--- src/rtl/rename_pkg.sv ---
package rename_pkg;
  localparam int NUM_RD = 2;

  typedef struct packed {
    logic renameEn;
    logic acceptEn;
  } regStrobeT;
endpackage

--- src/rtl/rename_ctrl.sv ---
module rename_ctrl
  import rename_pkg::*;
#(
  parameter int NUM_REGS = 16,
  parameter int TAG_W    = 4,
  localparam int IDX_W   = $clog2(NUM_REGS)
) (
  input  logic             issueValid,
  input  logic [IDX_W-1:0] dstIdx,
  input  logic             bcastValid,
  input  logic [TAG_W-1:0] bcastTag,
  input  logic [TAG_W-1:0] statusVec [NUM_REGS],
  input  logic [TAG_W-1:0] rdStatus  [NUM_RD],
  output regStrobeT        regStb    [NUM_REGS],
  output logic             rdBypass  [NUM_RD]
);
  logic busLive;
  assign busLive = bcastValid && (bcastTag != '0);

  for (genvar i = 0; i < NUM_REGS; i++) begin : g_reg
    always_comb begin
      regStb[i].renameEn = issueValid && (dstIdx == IDX_W'(i));
      regStb[i].acceptEn = busLive && (statusVec[i] == bcastTag);
    end
  end

  for (genvar p = 0; p < NUM_RD; p++) begin : g_rd
    assign rdBypass[p] = busLive && (rdStatus[p] == bcastTag);
  end
endmodule

--- src/rtl/rename_read_port.sv ---
module rename_read_port #(
  parameter int NUM_REGS = 16,
  parameter int TAG_W    = 4,
  parameter int DATA_W   = 32,
  localparam int IDX_W   = $clog2(NUM_REGS)
) (
  input  logic [TAG_W-1:0]  statusVec [NUM_REGS],
  input  logic [DATA_W-1:0] valueVec  [NUM_REGS],
  input  logic [IDX_W-1:0]  idx,
  input  logic              bypass,
  input  logic [DATA_W-1:0] bcastData,
  output logic [TAG_W-1:0]  rawStatus,
  output logic              ready,
  output logic [DATA_W-1:0] value,
  output logic [TAG_W-1:0]  tag
);
  always_comb begin
    rawStatus = statusVec[idx];
    ready     = (rawStatus == '0) || bypass;
    value     = bypass ? bcastData : valueVec[idx];
    tag       = ready ? '0 : rawStatus;
  end
endmodule

--- src/rtl/rename_datapath.sv ---
module rename_datapath
  import rename_pkg::*;
#(
  parameter int NUM_REGS = 16,
  parameter int TAG_W    = 4,
  parameter int DATA_W   = 32,
  localparam int IDX_W   = $clog2(NUM_REGS)
) (
  input  logic              clk,
  input  logic              rstN,
  input  logic [TAG_W-1:0]  issueTag,
  input  logic [DATA_W-1:0] bcastData,
  input  regStrobeT         regStb   [NUM_REGS],
  input  logic              rdBypass [NUM_RD],
  input  logic [IDX_W-1:0]  rdIdx    [NUM_RD],
  output logic [TAG_W-1:0]  statusVec [NUM_REGS],
  output logic [TAG_W-1:0]  rdStatus [NUM_RD],
  output logic              rdReady  [NUM_RD],
  output logic [DATA_W-1:0] rdValue  [NUM_RD],
  output logic [TAG_W-1:0]  rdTag    [NUM_RD]
);
  logic [DATA_W-1:0] valueVec [NUM_REGS];

  for (genvar i = 0; i < NUM_REGS; i++) begin : g_reg
    always_ff @(posedge clk) begin
      if (!rstN) begin
        statusVec[i] <= '0;
        valueVec[i]  <= '0;
      end else begin
        if (regStb[i].renameEn)      statusVec[i] <= issueTag;
        else if (regStb[i].acceptEn) statusVec[i] <= '0;
        if (regStb[i].acceptEn)      valueVec[i]  <= bcastData;
      end
    end
  end

  for (genvar p = 0; p < NUM_RD; p++) begin : g_rd
    rename_read_port #(
      .NUM_REGS(NUM_REGS), .TAG_W(TAG_W), .DATA_W(DATA_W)
    ) u_port (
      .statusVec(statusVec),
      .valueVec (valueVec),
      .idx      (rdIdx[p]),
      .bypass   (rdBypass[p]),
      .bcastData(bcastData),
      .rawStatus(rdStatus[p]),
      .ready    (rdReady[p]),
      .value    (rdValue[p]),
      .tag      (rdTag[p])
    );
  end
endmodule

--- src/rtl/rename_status_table.sv ---
module rename_status_table
  import rename_pkg::*;
#(
  parameter int NUM_REGS = 16,
  parameter int TAG_W    = 4,
  parameter int DATA_W   = 32,
  localparam int IDX_W   = $clog2(NUM_REGS)
) (
  input  logic              clk,
  input  logic              rstN,
  input  logic              issueValid,
  input  logic [IDX_W-1:0]  dstIdx,
  input  logic [TAG_W-1:0]  issueTag,
  input  logic [IDX_W-1:0]  srcAIdx,
  input  logic [IDX_W-1:0]  srcBIdx,
  input  logic              bcastValid,
  input  logic [TAG_W-1:0]  bcastTag,
  input  logic [DATA_W-1:0] bcastData,
  output logic              srcAReady,
  output logic [DATA_W-1:0] srcAValue,
  output logic [TAG_W-1:0]  srcATag,
  output logic              srcBReady,
  output logic [DATA_W-1:0] srcBValue,
  output logic [TAG_W-1:0]  srcBTag
);
  regStrobeT         regStb    [NUM_REGS];
  logic [TAG_W-1:0]  statusVec [NUM_REGS];
  logic              rdBypass  [NUM_RD];
  logic [IDX_W-1:0]  rdIdx     [NUM_RD];
  logic [TAG_W-1:0]  rdStatus  [NUM_RD];
  logic              rdReady   [NUM_RD];
  logic [DATA_W-1:0] rdValue   [NUM_RD];
  logic [TAG_W-1:0]  rdTag     [NUM_RD];

  assign rdIdx[0] = srcAIdx;
  assign rdIdx[1] = srcBIdx;

  rename_ctrl #(.NUM_REGS(NUM_REGS), .TAG_W(TAG_W)) u_ctrl (
    .issueValid(issueValid),
    .dstIdx    (dstIdx),
    .bcastValid(bcastValid),
    .bcastTag  (bcastTag),
    .statusVec (statusVec),
    .rdStatus  (rdStatus),
    .regStb    (regStb),
    .rdBypass  (rdBypass)
  );

  rename_datapath #(.NUM_REGS(NUM_REGS), .TAG_W(TAG_W), .DATA_W(DATA_W)) u_dp (
    .clk      (clk),
    .rstN     (rstN),
    .issueTag (issueTag),
    .bcastData(bcastData),
    .regStb   (regStb),
    .rdBypass (rdBypass),
    .rdIdx    (rdIdx),
    .statusVec(statusVec),
    .rdStatus (rdStatus),
    .rdReady  (rdReady),
    .rdValue  (rdValue),
    .rdTag    (rdTag)
  );

  assign srcAReady = rdReady[0];
  assign srcAValue = rdValue[0];
  assign srcATag   = rdTag[0];
  assign srcBReady = rdReady[1];
  assign srcBValue = rdValue[1];
  assign srcBTag   = rdTag[1];
endmodule

--- config.mk ---
export PLATFORM = sky130hd
export DESIGN_NAME = rename_status_table
export DESIGN_NICKNAME = d
export VERILOG_FILES = /design/src/rtl/rename_pkg.sv /design/src/rtl/rename_ctrl.sv /design/src/rtl/rename_read_port.sv /design/src/rtl/rename_datapath.sv /design/src/rtl/rename_status_table.sv
export SDC_FILE = /design/constraint.sdc
export NUM_CORES = 1
export LEC_CHECK = 0
export BUFFER_PORTS_ARGS = -buffer_cell sky130_fd_sc_hd__buf_2
export CAP_MARGIN = 25
export CELL_PAD_IN_SITES_DETAIL_PLACEMENT = 0
export CELL_PAD_IN_SITES_GLOBAL_PLACEMENT = 2
export CORE_MARGIN = 8
export CORE_UTILIZATION = 43
export DETAILED_ROUTE_END_ITERATION = 16
export PLACE_DENSITY_LB_ADDON = 0.3
export SLEW_MARGIN = 15
export SYNTH_ARGS = -nofsm -noshare
export SYNTH_HDL_FRONTEND = slang
export SYNTH_SLANG_ARGS = --single-unit
--- constraint.sdc ---
create_clock -name clk -period 7.2 [get_ports clk]
set_input_delay 2.16 -clock clk [delete_from_list [all_inputs] [get_ports clk]]
set_output_delay 2.16 -clock clk [all_outputs]
set_load 0.02 [all_outputs]
# [Yosys cells after proc, flatten, opt, wreduce, memory -nomap -nowiden]
# Index checks and enable logic that the tools add are counted.
[classes] magnitude_cmp=2 n_eq_ne=33 mux=48 bitwise=2 n_reduce_logical=57
[op_table] operator="$bmux W32 S4" n=2
[op_table] operator="$mux W32" n=6
[op_table] operator="$mux W4" n=38
[op_table] operator="$eq A4 B4 Y1" n=18
[op_table] operator="$logic_and A1 B1 Y1" n=35
[op_table] operator="$bmux W4 S4" n=2
[op_table] operator="$eq A4 B4 Y1 const B" n=8
[op_table] operator="$reduce_bool A2 Y1" n=16
[op_table] operator="$eq A4 B3 Y1 const B" n=4
[op_table] operator="$logic_not A4 Y1" n=3
[op_table] operator="$ge A5 B5 Y1 const B" n=2
[op_table] operator="$not A4 Y5" n=2
[op_table] operator="$eq A4 B2 Y1 const B" n=2
[op_table] operator="$eq A4 B1 Y1 const B" n=1
[op_table] operator="$reduce_bool A4 Y1" n=1
[op_table] operator="$logic_or A1 B1 Y1" n=2
[totals] register_bits=576 elab_cells=174

# [Logic depth before layout (Yosys ltp)]
[depth] ltp_word=8 mapped_depth=11 ltp_nobuf=7

# [By module]
# A second synthesis with hierarchy kept.
[unflattened] cells_unflattened=2807 area_unflattened_um2=32688.9
[modules_own_cells] mod="rename_datapath" instances=1 cells_per_inst=1978 area_each_um2=22157.5
[modules_own_cells] mod="rename_read_port" instances=2 cells_per_inst=344 area_each_um2=4757.1
[modules_own_cells] mod="rename_ctrl" instances=1 cells_per_inst=141 area_each_um2=1017.2

# [Least setup slack after synthesis]
# No wires, ideal clock.
[synth_path] path_type="input to output" startpoint="input port srcBIdx[1]" endpoint="output port srcBValue[19]" arrival_ns=4.600 required_time_ns=5.040 setup_slack_ns=0.440 stages=8 n_path_buf=5 cell_sequence="buf_4 > buf_4 > buf_2 > clkbuf_1 > buf_1 > mux4_2 > mux4_2 > mux2_1"
[synth_between] elab_chain_len=7
[synth_rtl] element="start: declaration" line_no="rename_status_table.sv:15" source="input logic [IDX_W-1:0] srcBIdx,"
[synth_rtl] element="$not A4 Y5 (not written as such) (*)" line_no="rename_read_port.sv:18, rename_read_port.sv:20"
[synth_rtl] element="$bmux W4 S4" line_no="rename_read_port.sv:18" source="rawStatus = statusVec[idx];"
[synth_rtl] element="$mux W4 (not written as such) (2 in series)" line_no="rename_read_port.sv:18"
[synth_rtl] element="$eq A4 B4 Y1" line_no="rename_ctrl.sv:28" source="assign rdBypass[p] = busLive && (rdStatus[p] == bcastTag);"
[synth_rtl] element="$logic_and A1 B1 Y1" line_no="rename_ctrl.sv:28"
[synth_rtl] element="$mux W32 (*)" line_no="rename_read_port.sv:20" source="value = bypass ? bcastData : valueVec[idx];"
[synth_rtl] element="end: declaration" line_no="rename_status_table.sv:23" source="output logic [DATA_W-1:0] srcBValue,"
# Mark *: on every way between the ends. The rest lies on a longest branch, timed or not. The select of a mux whose other input is x is not followed.

# [Worst setup path in the final report]
[layout_path] startpoint="input port srcAIdx[2]" endpoint="output port srcAValue[1]"
[layout_between] elab_chain_len=7
[layout_rtl] element="start: declaration" line_no="rename_status_table.sv:14" source="input logic [IDX_W-1:0] srcAIdx,"
[layout_rtl] element="$not A4 Y5 (not written as such) (*)" line_no="rename_read_port.sv:18, rename_read_port.sv:20"
[layout_rtl] element="$bmux W4 S4" line_no="rename_read_port.sv:18"
[layout_rtl] element="$mux W4 (not written as such) (2 in series)" line_no="rename_read_port.sv:18"
[layout_rtl] element="$eq A4 B4 Y1" line_no="rename_ctrl.sv:28"
[layout_rtl] element="$logic_and A1 B1 Y1" line_no="rename_ctrl.sv:28"
[layout_rtl] element="$mux W32 (*)" line_no="rename_read_port.sv:20"
[layout_rtl] element="end: declaration" line_no="rename_status_table.sv:20" source="output logic [DATA_W-1:0] srcAValue,"
# Marks and branches as above.

==> results_tabular.tex <==
\begin{tabular}{lr}
\hline
Metric & Value \\
\hline
\multicolumn{2}{l}{\textbf{Outcome}} \\
\quad Outcome & completed \\
\multicolumn{2}{l}{\textbf{Yosys}} \\
\quad Avg Cell Area, Syn & between 10 and 15 µm² \\
\quad Post-synthesis async set-or-reset flop share & 0\% \\
\quad Dominant register cell in the synthesized netlist & dfxtp\_1 \\
\quad Portion of synthesized cell area occupied by the leading cell type & $\sim$35\% \\
\quad Summed instance area of the synthesized netlist & around 33000 µm² \\
\quad Post-synthesis register bit count & between 500 and 600 \\
\quad Number of enable flip-flop cells after synthesis & 0 \\
\quad Post-Synthesis Net Count & approximately 2800 \\
\quad Post-synthesis cell type with the largest combined area & dfxtp\_1 \\
\quad Sequential share of the synthesized area & 35.3\% \\
\quad Warnings, synthesis & 0 \\
\quad Distinct cell type count of the synthesized netlist & between 40 and 50 \\
\quad Count of mapped cells out of synthesis & approximately 2800 \\
\quad Ranking of synthesized cells by area & dfxtp\_1 35\%, mux4\_2 23\%, mux2i\_1 17\% \\
\multicolumn{2}{l}{\textbf{Worst setup path}} \\
\quad Worst reg2reg startpoint & u\_dp.statusVec[1]\$\_SDFFE\_PN0P\_ \\
\quad Setup slack of the most critical reg-to-reg path & $\sim$4.6 ns \\
\quad Path depth of the worst reg2reg path & 6 \\
\quad Critical path endpoint category & primary output \\
\quad Data arrival time of the critical path & slightly below 5 ns \\
\quad Critical register-to-register path endpoint & u\_dp.valueVec[0]\$\_SDFFE\_PN0P\_ \\
\quad CP Launch Type & input port \\
\quad Critical path class & in -> out \\
\quad Worst path required time & just over 5 ns \\
\quad Largest fanout of any net on the critical path & 14 \\
\multicolumn{2}{l}{\textbf{Place}} \\
\quad HPWL reported at the end of detailed placement & about 56 mm \\
\quad Final weighted congestion in routability-driven placement & 0.869 \\
\quad Number of port buffers & between 100 and 150 \\
\quad Cell area after placement & around 34000 µm² \\
\multicolumn{2}{l}{\textbf{Detailed routing}} \\
\quad Ratio of routed vias to standard cells & roughly 5.8 \\
\quad Average detailed-routed wire length per instance & roughly 25 µm \\
\quad Met3 wirelength from detailed routing & $\sim$4 mm \\
\quad DR vias & 21700 \\
\quad DR iter-0 viols & around 1500 \\
\quad Post-DRT Antenna Nets & 0 \\
\quad DR DRC count & 0 \\
\quad Highest metal used & met4 \\
\quad Final routed wirelength across all metal layers & around 96 mm \\
\quad Length of the first detailed-routing pass in iterations & 5 \\
\quad Routed wire length on met2 & $\sim$45 mm \\
\quad Routed length on met1 & approximately 44 mm \\
\multicolumn{2}{l}{\textbf{Final layout}} \\
\quad Area delta synth->final & 11.4\% \\
\quad Most frequent standard cell in the layout excluding fill and tap cells & nor2b\_1 \\
\quad Final-layout fill cell count & between 6000 and 7000 \\
\quad Most frequent cells in the layout & 579 x nor2b\_1, 576 x dfxtp\_1, 545 x mux2i\_1 \\
\quad Post-Layout Inst Area & between 30000 and 40000 µm² \\
\quad Number of nets in the layout & about 2800 \\
\quad Fraction of layout instances using a drive strength above 1 & about a quarter \\
\multicolumn{2}{l}{\textbf{Power}} \\
\quad Leak pwr & around 12 nW \\
\quad Power density over the cells & between 200 and 250 nW/µm² \\
\quad Peak supply drop & 0.145 mV \\
\multicolumn{2}{l}{\textbf{Clocking}} \\
\quad CTS Buf Count & around 70 \\
\quad Clock insertion delay at the later pin of the skew report & about 0.6 ns \\
\quad Root buffer cell & clkbuf\_16 \\
\quad Number of clock sinks seen by CTS & between 500 and 600 \\
\quad Max H-tree Level & 3 \\
\quad TritonCTS clock tree & yes \\
\quad Maximum buffer depth of the clock tree & 3 \\
\quad Count of hold-fix buffers inserted at cts & 0 \\
\quad Clock-pin slew reported for the worst setup and hold paths after clock tree synthesis & around 0.05 ns \\
\multicolumn{2}{l}{\textbf{GRT}} \\
\quad Total routing usage reported by global routing & 22.1\% \\
\quad Number of antenna violations at the first check in global routing & 1 \\
\quad Sum of overflow across all layers after global routing & 0 \\
\quad Via count of the first global-routing pass & 22700 \\
\quad Global-route wire length before repair & $\sim$150 mm \\
\quad Pin count of the biggest net entering global routing & 238 \\
\multicolumn{2}{l}{\textbf{STA}} \\
\quad Setup violation total in the final timing report & 0 \\
\quad Number of hold-slack violations in the final timing report & 0 \\
\quad Clock Skew & around 0.017 ns \\
\quad Max-slew headroom & a little over a quarter \\
\quad RSZ-0062 raised after global routing & no \\
\quad Count of pins over their slew limit & 0 \\
\quad Post-layout minimum cycle time & roughly 7.1 ns \\
\quad FMAX & 0.141 GHz \\
\quad Actual transition at the worst max-transition pin & between 1 and 1.5 ns \\
\quad Setup TNS & 0 ns \\
\quad Fraction of the cycle the final worst path needs & $\sim$100\% \\
\multicolumn{2}{l}{\textbf{Hold path}} \\
\quad Min-Delay Startpoint & u\_dp.valueVec[105]\$\_SDFFE\_PN0P\_ \\
\quad Type of the worst min-delay path & reg -> reg \\
\quad Count of cells along the worst hold path & 2 \\
\quad Hold Path End & u\_dp.valueVec[105]\$\_SDFFE\_PN0P\_ \\
\multicolumn{2}{l}{\textbf{Floorplanning}} \\
\quad Overall die width & between 200 and 300 µm \\
\quad Effective utilization at floorplan & between 40 and 50\% \\
\quad Height of the chip & approximately 300 µm \\
\quad Core region area & $\sim$76000 µm² \\
\quad Number of primary I/O pins & 130 \\
\quad Std-Cell Rows & 101 \\
\quad Overall die area & 84900 µm² \\
\multicolumn{2}{l}{\textbf{Job}} \\
\quad Max-cap violation count & 0 \\
\hline
\end{tabular}
-- worst max-delay path, cell delays in order --
cell      delay, ns
buf_4          0.13
mux4_2         0.49
nor2b_1        0.15
a211oi_1       0.30
buf_4          0.17
a21oi_1        0.05
xor2_1         0.20
nor3_4         0.50
buf_12         0.25
mux2_2         0.35
buf_2          0.16
-- stage by stage --
step / setup WS (ns) / cells / hold slack (ns) / utilization [%] / power (W)
final: 0.101 / 3759 / 0.531 / 48.1 / 0.00747
after global routing: 0.00171 / 3758 / 0.553 / 48.1 / 0.00774
after CTS: 0.0973 / 3758 / 0.535 / 48.1 / 0.00757
after detailed placement: 0.106 / 3634 / 0.523 / 45.1 / 0.00411
after global placement: 0.111 / 3631 / 0.508 / 45.1 / 0.00410
after floorplan: 0.440 / 2750 / 0.494 / - / 0.00388
-- Yosys cell counts, types with 2 or more instances --
cell type	count
clkbuf_1	158
buf_8	2
and3_1	3
or3_1	2
nor2b_1	579
nor2_1	41
nor3b_1	56
and2_1	8
nand2b_1	5
nand3b_1	3
dfxtp_1	576
buf_6	8
xnor2_1	68
nand3_1	7
a22o_1	3
o21ai_0	11
mux4_2	332
mux2_2	50
o22ai_1	4
o22a_1	3
mux2i_1	545
buf_4	4
nand4_1	16
buf_1	47
a22oi_1	4
mux2_4	26
a211oi_1	8
buf_2	65
a21oi_1	60
nand2_1	27
or2_2	2
mux2_1	4
nor3_1	6
a221oi_1	3
-- worst max-delay path by stage --
| stage | from | to | cells after the start |
|---|---|---|---|
| 6_report | srcAIdx[2] | srcAValue[1] | 11 |
| 3_5_place_dp | srcAIdx[2] | srcAValue[1] | 11 |
| 3_3_place_gp | srcAIdx[2] | srcAValue[1] | 11 |
| 5_1_grt | srcAIdx[2] | srcAValue[1] | 11 |
| 2_1_floorplan | srcBIdx[1] | srcBValue[19] | 8 |
| 4_1_cts | srcAIdx[2] | srcAValue[1] | 11 |
-- timing repair --
item,in CTS,in global routing
buffers inserted,0,0
gates resized for setup,0,2
setup endpoints to repair,0,32
-- cell type report --
cell class / instances / area [µm²] / share of cell area (%)
well taps: 978 / 1220 / 3.37
clock buffers: 104 / 2070 / 5.70
diodes: 1 / 2.50 / 0.00689
clock inverters: 20 / 148 / 0.406
repair buffers: 190 / 1380 / 3.80
flip-flops and latches: 576 / 11500 / 31.7
multi-input cells: 1890 / 20000 / 55.0
-- state kept, by name (all words and copies together), names as in the netlist --
| name | count |
|---|---|
| u_dp.valueVec | 512 |
| u_dp.statusVec | 64 |
-- layer usage --
| metal | vias up | track usage [%] |
|---|---|---|
| li1 | 9930 | - |
| met1 | 11100 | 30.0 |
| met2 | 532 | 36.1 |
| met3 | 191 | 3.61 |
| met4 | 0 | 6.83 |
| met5 | - | 0 |
-- where the power goes --
group	switching, W	leakage, nW	internal [W]
sequential	0.0000353	4.65	0.00323
clock	0.00141	1.11	0.00203
combinational	0.000436	5.79	0.000330
-- logic make-up (layout without fill, tap and decap cells) --
logic type,Yosys count,count (layout),share of synthesized area [%]
flip-flops,576,576,35.3
buffers and inverters,284,314,3.82
AO/OA/AOI/OAI,103,103,1.93
XOR/XNOR,69,69,1.85
multiplexers,958,958,42.8
AND/OR/NAND/NOR,760,760,14.3
other,0,1,0
Note: power is estimated with default switching activity, not from simulation.
